==> src/rtl/nand_seq_pkg.sv <==
package nand_seq_pkg;
  typedef enum logic [2:0] {
    OP_READ   = 3'd0,
    OP_PROG   = 3'd1,
    OP_ERASE  = 3'd2,
    OP_STATUS = 3'd3,
    OP_ID     = 3'd4,
    OP_RESET  = 3'd5
  } nand_op_e;

  localparam logic [7:0] CMD_STATUS = 8'h70;

  function automatic logic [7:0] lead_cmd(nand_op_e op);
    case (op)
      OP_READ:  return 8'h00;
      OP_PROG:  return 8'h80;
      OP_ERASE: return 8'h60;
      OP_ID:    return 8'h90;
      OP_RESET: return 8'hFF;
      default:  return CMD_STATUS;
    endcase
  endfunction

  function automatic logic [7:0] confirm_cmd(nand_op_e op);
    case (op)
      OP_READ:  return 8'h30;
      OP_PROG:  return 8'h10;
      default:  return 8'hD0;
    endcase
  endfunction
endpackage

==> src/rtl/nand_gap_timer.sv <==
module nand_gap_timer #(
  parameter int GW = 8
) (
  input  logic          clk_i,
  input  logic          rst_ni,
  input  logic          load_i,
  input  logic [GW-1:0] value_i,
  output logic          expired_o
);
  logic [GW-1:0] cnt_q;

  always_ff @(posedge clk_i or negedge rst_ni) begin
    if (!rst_ni)           cnt_q <= '0;
    else if (load_i)       cnt_q <= value_i;
    else if (cnt_q != '0)  cnt_q <= cnt_q - 1'b1;
  end

  assign expired_o = (cnt_q == '0) && !load_i;
endmodule

==> src/rtl/nand_busy_mon.sv <==
module nand_busy_mon #(
  parameter int BUSY_MAX = 1000000
) (
  input  logic clk_i,
  input  logic rst_ni,
  input  logic arm_i,
  input  logic rb_ni,
  output logic ready_o,
  output logic timeout_o
);
  localparam int TW = $clog2(BUSY_MAX + 1);

  logic          rb_s1, rb_s2;
  logic [TW-1:0] cnt_q;

  always_ff @(posedge clk_i or negedge rst_ni) begin
    if (!rst_ni) begin
      rb_s1 <= 1'b1;
      rb_s2 <= 1'b1;
      cnt_q <= '0;
    end else begin
      rb_s1 <= rb_ni;
      rb_s2 <= rb_s1;
      if (!arm_i)                                  cnt_q <= '0;
      else if (!rb_s2 && cnt_q != TW'(BUSY_MAX))   cnt_q <= cnt_q + 1'b1;
    end
  end

  assign ready_o   = arm_i && rb_s2;
  assign timeout_o = arm_i && !rb_s2 && (cnt_q == TW'(BUSY_MAX));
endmodule

==> src/rtl/nand_bus_cycle.sv <==
module nand_bus_cycle #(
  parameter int SETUP_CYC = 1,
  parameter int WP_CYC    = 2,
  parameter int WH_CYC    = 2,
  parameter int RP_CYC    = 2,
  parameter int REH_CYC   = 2
) (
  input  logic       clk_i,
  input  logic       rst_ni,
  input  logic       start_i,
  input  logic       rd_i,
  input  logic       cle_i,
  input  logic       ale_i,
  input  logic [7:0] byte_i,
  input  logic [7:0] dq_i,
  output logic       cle_o,
  output logic       ale_o,
  output logic       we_no,
  output logic       re_no,
  output logic [7:0] dq_o,
  output logic       dq_oe_o,
  output logic       done_o,
  output logic       rd_done_o,
  output logic [7:0] rdata_o
);
  localparam int M1   = (SETUP_CYC > WP_CYC) ? SETUP_CYC : WP_CYC;
  localparam int M2   = (WH_CYC > RP_CYC) ? WH_CYC : RP_CYC;
  localparam int M3   = (M1 > M2) ? M1 : M2;
  localparam int MAXC = (M3 > REH_CYC) ? M3 : REH_CYC;
  localparam int CW   = $clog2(MAXC + 1);

  typedef enum logic [1:0] {CG_IDLE, CG_SETUP, CG_LOW, CG_HIGH} cg_e;

  cg_e           st_q;
  logic [CW-1:0] cnt_q;
  logic          rd_q, cle_q, ale_q;
  logic [7:0]    byte_q, rdata_q;

  always_ff @(posedge clk_i or negedge rst_ni) begin
    if (!rst_ni) begin
      st_q    <= CG_IDLE;
      cnt_q   <= '0;
      rd_q    <= 1'b0;
      cle_q   <= 1'b0;
      ale_q   <= 1'b0;
      byte_q  <= '0;
      rdata_q <= '0;
    end else begin
      unique case (st_q)
        CG_IDLE: if (start_i) begin
          st_q   <= CG_SETUP;
          cnt_q  <= CW'(SETUP_CYC - 1);
          rd_q   <= rd_i;
          cle_q  <= cle_i;
          ale_q  <= ale_i;
          byte_q <= byte_i;
        end
        CG_SETUP: if (cnt_q == '0) begin
          st_q  <= CG_LOW;
          cnt_q <= rd_q ? CW'(RP_CYC - 1) : CW'(WP_CYC - 1);
        end else cnt_q <= cnt_q - 1'b1;
        CG_LOW: if (cnt_q == '0) begin
          st_q  <= CG_HIGH;
          cnt_q <= rd_q ? CW'(REH_CYC - 1) : CW'(WH_CYC - 1);
          if (rd_q) rdata_q <= dq_i;  // sample at end of access window
        end else cnt_q <= cnt_q - 1'b1;
        CG_HIGH: if (cnt_q == '0) begin
          st_q  <= CG_IDLE;
          cle_q <= 1'b0;
          ale_q <= 1'b0;
        end else cnt_q <= cnt_q - 1'b1;
        default: st_q <= CG_IDLE;
      endcase
    end
  end

  assign cle_o     = cle_q && (st_q != CG_IDLE);
  assign ale_o     = ale_q && (st_q != CG_IDLE);
  assign we_no     = !((st_q == CG_LOW) && !rd_q);
  assign re_no     = !((st_q == CG_LOW) && rd_q);
  assign dq_o      = byte_q;
  assign dq_oe_o   = (st_q != CG_IDLE) && !rd_q;
  assign done_o    = (st_q == CG_HIGH) && (cnt_q == '0);
  assign rd_done_o = done_o && rd_q;
  assign rdata_o   = rdata_q;

  assert_dq_stable_at_latch_R5: assert property (@(posedge clk_i) disable iff (!rst_ni)
    $rose(we_no) |-> ($stable(dq_o) && dq_oe_o));
  assert_no_drive_while_read_R9: assert property (@(posedge clk_i) disable iff (!rst_ni)
    !re_no |-> !dq_oe_o);
endmodule

==> src/rtl/nand_seq.sv <==
module nand_seq
  import nand_seq_pkg::*;
#(
  parameter int PAGE_BYTES = 2112,
  parameter int ID_BYTES   = 4,
  parameter int SETUP_CYC  = 1,
  parameter int WP_CYC     = 3,
  parameter int WH_CYC     = 2,
  parameter int RP_CYC     = 3,
  parameter int REH_CYC    = 2,
  parameter int ADL_CYC    = 20,
  parameter int WB_CYC     = 20,
  parameter int WHR_CYC    = 12,
  parameter int RR_CYC     = 4,
  parameter int BUSY_MAX   = 1000000
) (
  input  logic        clk_i,
  input  logic        rst_ni,
  input  logic        req_valid_i,
  output logic        req_ready_o,
  input  logic [2:0]  req_op_i,
  input  logic [11:0] req_col_i,
  input  logic [15:0] req_row_i,
  input  logic [7:0]  wdata_i,
  input  logic        wdata_valid_i,
  output logic        wdata_ready_o,
  output logic [7:0]  rdata_o,
  output logic        rdata_valid_o,
  output logic        done_o,
  output logic        fail_o,
  output logic        timeout_o,
  output logic        nand_ce_no,
  output logic        nand_cle_o,
  output logic        nand_ale_o,
  output logic        nand_we_no,
  output logic        nand_re_no,
  output logic [7:0]  nand_dq_o,
  output logic        nand_dq_oe_o,
  input  logic [7:0]  nand_dq_i,
  input  logic        nand_rb_ni
);
  localparam int IMAX = (PAGE_BYTES > 4) ? PAGE_BYTES : 4;
  localparam int IW   = $clog2(IMAX + 1);
  localparam int G1   = (ADL_CYC > WB_CYC) ? ADL_CYC : WB_CYC;
  localparam int G2   = (WHR_CYC > RR_CYC) ? WHR_CYC : RR_CYC;
  localparam int GMAX = (G1 > G2) ? G1 : G2;
  localparam int GW   = $clog2(GMAX + 1);

  typedef enum logic [3:0] {
    S_IDLE, S_CMD1, S_ADDR, S_ADL, S_WDATA, S_CMD2,
    S_WB, S_BUSY, S_SCMD, S_WHR, S_RDATA, S_DONE
  } st_e;

  st_e           st_q;
  nand_op_e      op_q;
  logic [11:0]   col_q;
  logic [15:0]   row_q;
  logic [IW-1:0] idx_q, n_addr, n_read, sel;
  logic          launched_q, fail_q, tmo_q;
  logic          bus_st, gap_st, cg_start, cg_done, cg_rd_done, gap_load, gap_exp;
  logic          bm_ready, bm_tmo;
  logic [7:0]    cg_byte, addr_byte, cg_rdata;
  logic [GW-1:0] gap_val;

  always_comb begin
    unique case (op_q)
      OP_READ, OP_PROG: n_addr = IW'(4);
      OP_ERASE:         n_addr = IW'(2);
      default:          n_addr = IW'(1);
    endcase
    unique case (op_q)
      OP_READ: n_read = IW'(PAGE_BYTES);
      OP_ID:   n_read = IW'(ID_BYTES);
      default: n_read = IW'(1);
    endcase
    sel = (op_q == OP_ERASE) ? idx_q + IW'(2) : idx_q;
    if (op_q == OP_ID)        addr_byte = 8'h00;
    else if (sel == IW'(0))   addr_byte = col_q[7:0];
    else if (sel == IW'(1))   addr_byte = {4'h0, col_q[11:8]};
    else if (sel == IW'(2))   addr_byte = row_q[7:0];
    else                      addr_byte = row_q[15:8];
    unique case (st_q)
      S_CMD1:  cg_byte = lead_cmd(op_q);
      S_CMD2:  cg_byte = confirm_cmd(op_q);
      S_SCMD:  cg_byte = CMD_STATUS;
      S_ADDR:  cg_byte = addr_byte;
      S_WDATA: cg_byte = wdata_i;
      default: cg_byte = 8'h00;
    endcase
    unique case (st_q)
      S_ADL:   gap_val = GW'(ADL_CYC - 1);
      S_WB:    gap_val = GW'(WB_CYC - 1);
      default: gap_val = (op_q == OP_READ) ? GW'(RR_CYC - 1) : GW'(WHR_CYC - 1);
    endcase
  end

  assign bus_st   = st_q inside {S_CMD1, S_ADDR, S_WDATA, S_CMD2, S_SCMD, S_RDATA};
  assign gap_st   = st_q inside {S_ADL, S_WB, S_WHR};
  assign cg_start = bus_st && !launched_q && (st_q != S_WDATA || wdata_valid_i);
  assign gap_load = gap_st && !launched_q;

  always_ff @(posedge clk_i or negedge rst_ni) begin
    if (!rst_ni) begin
      st_q <= S_IDLE; op_q <= OP_READ; col_q <= '0; row_q <= '0;
      idx_q <= '0; launched_q <= 1'b0; fail_q <= 1'b0; tmo_q <= 1'b0;
    end else begin
      if (cg_start || gap_load) launched_q <= 1'b1;
      unique case (st_q)
        S_IDLE: if (req_valid_i) begin
          op_q  <= nand_op_e'(req_op_i);
          col_q <= req_col_i;
          row_q <= req_row_i;
          fail_q <= 1'b0;
          tmo_q  <= 1'b0;
          idx_q  <= '0;
          if (req_op_i > 3'd5)               st_q <= S_DONE;
          else if (req_op_i == 3'(OP_STATUS)) st_q <= S_SCMD;
          else                               st_q <= S_CMD1;
        end
        S_CMD1: if (cg_done) begin
          launched_q <= 1'b0;
          st_q <= (op_q == OP_RESET) ? S_WB : S_ADDR;
        end
        S_ADDR: if (cg_done) begin
          launched_q <= 1'b0;
          if (idx_q == n_addr - 1'b1) begin
            idx_q <= '0;
            if (op_q == OP_PROG)    st_q <= S_ADL;
            else if (op_q == OP_ID) st_q <= S_WHR;
            else                    st_q <= S_CMD2;
          end else idx_q <= idx_q + 1'b1;
        end
        S_ADL: if (launched_q && gap_exp) begin launched_q <= 1'b0; st_q <= S_WDATA; end
        S_WDATA: if (cg_done) begin
          launched_q <= 1'b0;
          if (idx_q == IW'(PAGE_BYTES - 1)) begin idx_q <= '0; st_q <= S_CMD2; end
          else idx_q <= idx_q + 1'b1;
        end
        S_CMD2: if (cg_done) begin launched_q <= 1'b0; st_q <= S_WB; end
        S_WB:   if (launched_q && gap_exp) begin launched_q <= 1'b0; st_q <= S_BUSY; end
        S_BUSY:
          if (bm_tmo) begin
            tmo_q <= 1'b1;
            st_q  <= S_DONE;
          end else if (bm_ready) begin
            unique case (op_q)
              OP_READ:  st_q <= S_WHR;
              OP_RESET: st_q <= S_DONE;
              default:  st_q <= S_SCMD;
            endcase
          end
        S_SCMD: if (cg_done) begin launched_q <= 1'b0; st_q <= S_WHR; end
        S_WHR:  if (launched_q && gap_exp) begin launched_q <= 1'b0; idx_q <= '0; st_q <= S_RDATA; end
        S_RDATA: if (cg_done) begin
          launched_q <= 1'b0;
          if (op_q inside {OP_PROG, OP_ERASE, OP_STATUS}) fail_q <= cg_rdata[0];
          if (idx_q == n_read - 1'b1) st_q <= S_DONE;
          else idx_q <= idx_q + 1'b1;
        end
        S_DONE:  st_q <= S_IDLE;
        default: st_q <= S_IDLE;
      endcase
    end
  end

  nand_bus_cycle #(
    .SETUP_CYC(SETUP_CYC), .WP_CYC(WP_CYC), .WH_CYC(WH_CYC),
    .RP_CYC(RP_CYC), .REH_CYC(REH_CYC)
  ) u_cycle (
    .clk_i, .rst_ni,
    .start_i(cg_start), .rd_i(st_q == S_RDATA),
    .cle_i(st_q inside {S_CMD1, S_CMD2, S_SCMD}), .ale_i(st_q == S_ADDR),
    .byte_i(cg_byte), .dq_i(nand_dq_i),
    .cle_o(nand_cle_o), .ale_o(nand_ale_o), .we_no(nand_we_no), .re_no(nand_re_no),
    .dq_o(nand_dq_o), .dq_oe_o(nand_dq_oe_o),
    .done_o(cg_done), .rd_done_o(cg_rd_done), .rdata_o(cg_rdata)
  );

  nand_gap_timer #(.GW(GW)) u_gap (
    .clk_i, .rst_ni, .load_i(gap_load), .value_i(gap_val), .expired_o(gap_exp)
  );

  nand_busy_mon #(.BUSY_MAX(BUSY_MAX)) u_busy (
    .clk_i, .rst_ni, .arm_i(st_q == S_BUSY), .rb_ni(nand_rb_ni),
    .ready_o(bm_ready), .timeout_o(bm_tmo)
  );

  assign req_ready_o   = (st_q == S_IDLE);
  assign wdata_ready_o = (st_q == S_WDATA) && cg_start;
  assign rdata_o       = cg_rdata;
  assign rdata_valid_o = cg_rd_done && (op_q inside {OP_READ, OP_ID, OP_STATUS});
  assign done_o        = (st_q == S_DONE);
  assign fail_o        = fail_q;
  assign timeout_o     = tmo_q;
  assign nand_ce_no    = (st_q == S_IDLE) || (st_q == S_DONE);

  assert_latch_excl_R5: assert property (@(posedge clk_i) disable iff (!rst_ni)
    !(nand_cle_o && nand_ale_o));
  assert_strobe_needs_ce_R5: assert property (@(posedge clk_i) disable iff (!rst_ni)
    (!nand_we_no || !nand_re_no) |-> !nand_ce_no);
  assert_idle_quiet_R1: assert property (@(posedge clk_i) disable iff (!rst_ni)
    req_ready_o |-> (nand_ce_no && nand_we_no && nand_re_no && !nand_dq_oe_o));
  assert_timeout_aborts_R11: assert property (@(posedge clk_i) disable iff (!rst_ni)
    (st_q == S_BUSY && bm_tmo) |=> (done_o && timeout_o));
endmodule

==> config.mk <==
export PLATFORM = sky130hd
export DESIGN_NAME = nand_seq
export DESIGN_NICKNAME = d
export VERILOG_FILES = /design/src/rtl/nand_seq_pkg.sv /design/src/rtl/nand_gap_timer.sv /design/src/rtl/nand_busy_mon.sv /design/src/rtl/nand_bus_cycle.sv /design/src/rtl/nand_seq.sv
export SDC_FILE = /design/constraint.sdc
export NUM_CORES = 1
export LEC_CHECK = 0
export ABC_AREA = 1
export BUFFER_PORTS_ARGS = -buffer_cell sky130_fd_sc_hd__buf_2
export CORE_AREA = 2 2 174 133
export CTS_BUF_LIST = sky130_fd_sc_hd__clkbuf_2 sky130_fd_sc_hd__clkbuf_4 sky130_fd_sc_hd__clkbuf_8
export DETAILED_ROUTE_END_ITERATION = 8
export DIE_AREA = 0 0 176 135
export SLEW_MARGIN = 20
export SYNTH_ARGS = -nofsm -noshare
export SYNTH_HDL_FRONTEND = slang
export SYNTH_SLANG_ARGS = --single-unit
export TNS_END_PERCENT = 100
==> constraint.sdc <==
create_clock -name clk_i -period 3.1 [get_ports clk_i]
set_clock_uncertainty 0.2 [all_clocks]
set_input_delay 0.62 -clock clk_i [delete_from_list [all_inputs] [get_ports clk_i]]
set_output_delay 0.62 -clock clk_i [all_outputs]
set_load 0.02 [all_outputs]
# After elaboration in Yosys (flattened, before gate mapping)
# Cells that the tools add are included.
[classes] add_sub_neg=7 magnitude_cmp=1 eq_ne=51 n_mux=72 n_reduce_logical=59
[ops] op="12-bit 2-to-1 mux" count=9
[ops] op="4-bit 2-to-1 mux" count=20
[ops] op="8-bit case mux with 5 select lines" count=2
[ops] op="12-bit case mux with 5 select lines" count=1
[ops] op="4-bit case mux with 11 select lines" count=1
[ops] op="20-bit 2-to-1 mux" count=2
[ops] op="8-bit 2-to-1 mux" count=4
[ops] op="12-bit equality test" count=2
[ops] op="2-bit != test, second input constant" count=12
[ops] op="12-bit case mux with 2 select lines" count=1
[ops] op="12-bit by 1-bit subtractor with 12-bit output, second input constant" count=2
[ops] op="20-bit by 1-bit adder with 20-bit output, second input constant" count=1
[ops] op="20-bit equality test, second input constant" count=1
[ops] op="2-bit by 1-bit != test with 1-bit output, second input constant" count=10
[ops] op="20-bit != test, second input constant" count=1
[ops] op="1-bit logical AND" count=18
[ops] op="4-bit by 3-bit equality test with 1-bit output, second input constant" count=4
[ops] op="4-bit equality test, second input constant" count=4
[ops] op="2-bit 2-to-1 mux" count=8
[ops] op="2-bit case mux with 4 select lines" count=2
[ops] op="8-bit case mux with 2 select lines" count=1
[ops] op="5-bit 2-to-1 mux" count=3
[ops] op="14-bit AND reduction" count=1
[ops] op="12-bit by 1-bit adder with 12-bit output, second input constant" count=1
[ops] op="other kinds (39)" count=79
[totals] register_bits=100 input_bits=52 output_inout_bits=28 elab_cells=209

# Logic depth before layout (Yosys ltp)
[depth] ltp_word=8 ltp_mapped=19 ltp_nobuf=18

# By module
# A second synthesis with hierarchy kept.
[hier_totals] cells_unflattened=961 area_unflattened_um2=6555.0
[modules_own_cells] mod="nand_seq" instances=1 cells_per_inst=559 area_each_um2=3568.4 seq_area_each_um2=1251.2
[modules_own_cells] mod="nand_busy_mon" instances=1 cells_per_inst=220 area_each_um2=1501.4 seq_area_each_um2=553.0
[modules_own_cells] mod="nand_bus_cycle" instances=1 cells_per_inst=143 area_each_um2=1189.9 seq_area_each_um2=575.6
[modules_own_cells] mod="nand_gap_timer" instances=1 cells_per_inst=39 area_each_um2=295.3 seq_area_each_um2=125.1

# Worst setup path after synthesis
# Ideal clock, no wire load.
[synth_timing] path_type="reg-to-output" startpoint="register st_q[3]" endpoint="output port wdata_ready_o" t_arrival_ps=1520 required_ps=2280 slack_ps=760 path_stages_with_launch=10 n_path_buf=0 cell_sequence="dfrtp_1 > inv_1 > nand2_1 > nor2_4 > inv_1 > o21ai_2 > nor2_1 > nor2_1 > inv_1 > nor2_1"
[synth_via] elab_chain_cells=5 word_cells_on_any_way=12 classes_between="eq/ne (7); reduce/logical (5)"
[synth_rtl] element="start, declared" line_no="nand_seq.sv:54" source="st_e st_q;"
[synth_rtl] element="start signal, assigned" line_no="nand_seq.sv:122" source="st_q <= (op_q == OP_RESET) ? S_WB : S_ADDR;"
[synth_rtl] element="4-bit by 1-bit equality test with 1-bit output (tied with other cells)" line_no="nand_seq.sv:97" source="assign bus_st = st_q inside {S_CMD1, S_ADDR, S_WDATA, S_CMD2, S_SCMD, S_RDATA};"
[synth_rtl] element="6-bit nonzero test" line_no="nand_seq.sv:97"
[synth_rtl] element="1-bit logical AND (2 in series)" line_no="nand_seq.sv:99" source="assign cg_start = bus_st && !launched_q && (st_q != S_WDATA || wdata_valid_i);"
[synth_rtl] element="1-bit logical AND *" line_no="nand_seq.sv:189" source="assign wdata_ready_o = (st_q == S_WDATA) && cg_start;"
[synth_rtl] element="end, declared" line_no="nand_seq.sv:26" source="output logic wdata_ready_o,"
# Every way passes the cells marked *; elsewhere a longest branch is shown, timed or not.

# Final worst setup path
[layout_timing] startpoint="register st_q[2]" endpoint="output port wdata_ready_o"
# Same word-level chain as after synthesis.

==> results.cfg <==
[floorplanning]
num_rows = 47
die_height_um = 135
die_w_um = 176
boundaryPins = 80
start_util = 0.277
die-area_um2 = 23800
core-area_um2 = 21900

[route]
drt-pass1-iter-count = 5
drc_errors = 0
drtIter0Drc = 536
drt-wirelength-per-cell_um = 13.9
finalWirelength_mm = 17.1
vias_per_cell = 4.65
num_vias = 5739
postRouteAntennaNets = 0

[global_routing]
gr-usage-met2 = 0.202
antenna_found_initial = 0
grt_max_degree = 101
top_usage_layer = met1
gr-usage-all-layers = 0.147
grt_use_met1 = 0.231
first_global_vias = 5224
grt_pass1_wl_mm = 27.6
grt-ovfl-total = 0
met3_usage = 0.0313

[cts]
cts.sinks = 100
h-tree-depth = 3
clock_path_buffers = 2
clk_pin_slew_ps = 110
cts_made_buffers = 9
cts_tree = yes
cts-root-buf = clkbuf_8
clock_latency_ps = 390
hold_buffers = 0

[worst_setup_path]
cp-start-kind = flip-flop
end_kind = output pin
reg2reg_slack_ps = 510
r2r-end = u_cycle.dq_o[2]
cp.arrival_ps = 2100
required_ps = 2280
reg2reg_from = op_q[1]
cp-startpoint = st_q[2]
rr_worst_depth = 12
critPathMaxFanout = 6
crit_type = flip-flop to output pin

[logic_synthesis]
syn_avg_cell_area_um2 = 7.16
ys_warn_count = 0
synthDistinctLibCells = 42
syn_area_um2 = 6090
synth_cells = 850
ys_seq_area_frac = 0.412
syn_nets = 916
synth-seq-cells = 100

[place]
dpl.hpwl_mm = 13.4
gp_congestion = 0.915
post_dp_cell_area_um2 = 6860
portBuffers = 79

[finish]
final_cell_mix = nand2_1 (249), inv_1 (115), dfrtp_1 (98)
stdcell_area_um2 = 7050
drive_above_1_share = 0.153
area.growth.synth_to_final_pct = 15.9
fin_nets = 1001
diodes = 0
layout_commonest_cell = nand2_1

[run_status]
status = completed

[timing]
final.min_clock_period_ps = 2920
fmax_ghz = 0.343
slew_violations = 0
hold_viol_final = 0
final.setup.tns_ps = 0
rsz0062_at_grt = no
tightest_slew_ps = 731
setup_viol = 0
fin_crit_sh = 0.941
slew_headroom = 0.500

[pwr]
leakage_nw = 3.39
vdd_drop_max_mv = 0.337
power_density_nw_per_um2 = 824

[flow_run]
drv_cap = 0

[worst_hold_path]
hold_class = input pin to asynchronous set/reset pin
[where the power goes]
group / internal (mW) / switching, mW / leakage (nW)
logic: 0.978 / 2.03 / 2.01
clock network: 0.313 / 0.477 / 0.0868
registers: 1.73 / 0.279 / 1.29
[kinds of logic (layout without fill, tap and decap cells)]
family          Yosys count  after routing  share of synthesized area
flops                   100            100                      0.412
compound gates          114            114                      0.107
simple gates            475            475                      0.342
buf+inv                 131            221                     0.0845
mux                       8              8                     0.0148
xor+xnor                  8              8                     0.0115
fa+ha+maj                14             14                     0.0288
[repair_timing]
item / in CTS / in global routing
gates resized for setup: 0 / 3
buffers inserted: 0 / 1
endpoints found under the setup margin: 0 / 1
[state kept, by name, indices dropped and copies added (netlist names), 2 cells and up]
register         cells
op_q                 3
u_cycle.dq_o         8
u_busy.cnt_q        20
idx_q               12
row_q               16
st_q                 4
u_cycle.rdata_o      8
u_cycle.cnt_q        2
u_cycle.st_q         2
u_gap.cnt_q          5
col_q               12
[metal layers]
metal / vias to the layer above / wire length, um
met4: 0 / 206
li1: 2916 / -
met2: 178 / 6820
met1: 2626 / 9030
met3: 19 / 1040
met5: - / 0
[area by class of cell]
cell class / count / area, um^2
sequential: 100 / 2500
multi-input combinational: 619 / 3080
clock buffer: 11 / 139
inverter: 116 / 435
tap: 294 / 368
fill: 2388 / 14900
clock inverter: 5 / 37.5
timing repair buffer: 89 / 485
[worst max-delay path by stage]
stage | to | slack (ps) | depth (start not counted)
floorplan | wdata_ready_o | 760 | 9
global placement | u_cycle.dq_o[0] | 560 | 16
detailed placement | wdata_ready_o | 530 | 10
CTS | wdata_ready_o | 60 | 10
global route | wdata_ready_o | 50 | 10
finish | wdata_ready_o | 180 | 10
[worst max-delay path, cell delays in order, from the launching register on]
cell and delay [ps]:
dfrtp_1 450, inv_1 90, nand2_1 110, nor2_2 170, inv_1 150, nand2_1 140
nor2_1 70, nor2_1 180, inv_1 80, nor2_1 100, buf_2 170
[through the flow]
step	setup slack, ps	total power [mW]	utilization	hold slack [ps]	cells
2_1_floorplan	760	4.14	-	124	850
3_3_place_gp	563	5.00	0.313	146	1217
3_5_place_dp	532	5.02	0.313	151	1217
4_1_cts	58.1	5.83	0.321	97.4	1233
5_1_grt	45.7	6.36	0.321	89.4	1234
6_report	182	5.81	0.321	63.3	1234
[cell usage after synthesis, drive strengths merged]
cell type | instances | share of area
ha | 14 | 0.029
a221oi | 2 | 0.0029
nor4 | 5 | 0.0051
o21ai | 58 | 0.049
a311oi | 1 | 0.0014
xor2 | 8 | 0.012
clkbuf | 9 | 0.0056
o21a | 2 | 0.0025
o221ai | 1 | 0.0014
o41ai | 1 | 0.0014
nand2 | 258 | 0.16
a21oi | 29 | 0.024
o2111ai | 2 | 0.0029
a2111oi | 1 | 0.0014
buf | 6 | 0.0074
nor2 | 109 | 0.081
dfrtp | 98 | 0.40
mux2 | 8 | 0.015
nand3 | 61 | 0.051
a22oi | 2 | 0.0025
inv | 116 | 0.072
nor3 | 17 | 0.014
nand3b | 3 | 0.0037
nor3b | 2 | 0.0025
o21bai | 1 | 0.0012
a31oi | 3 | 0.0031
nand4 | 20 | 0.021
a211oi | 8 | 0.0099
o22ai | 2 | 0.0021
o211ai | 1 | 0.0012
dfstp | 2 | 0.0086
Note: power is estimated with default switching activity, not from simulation.
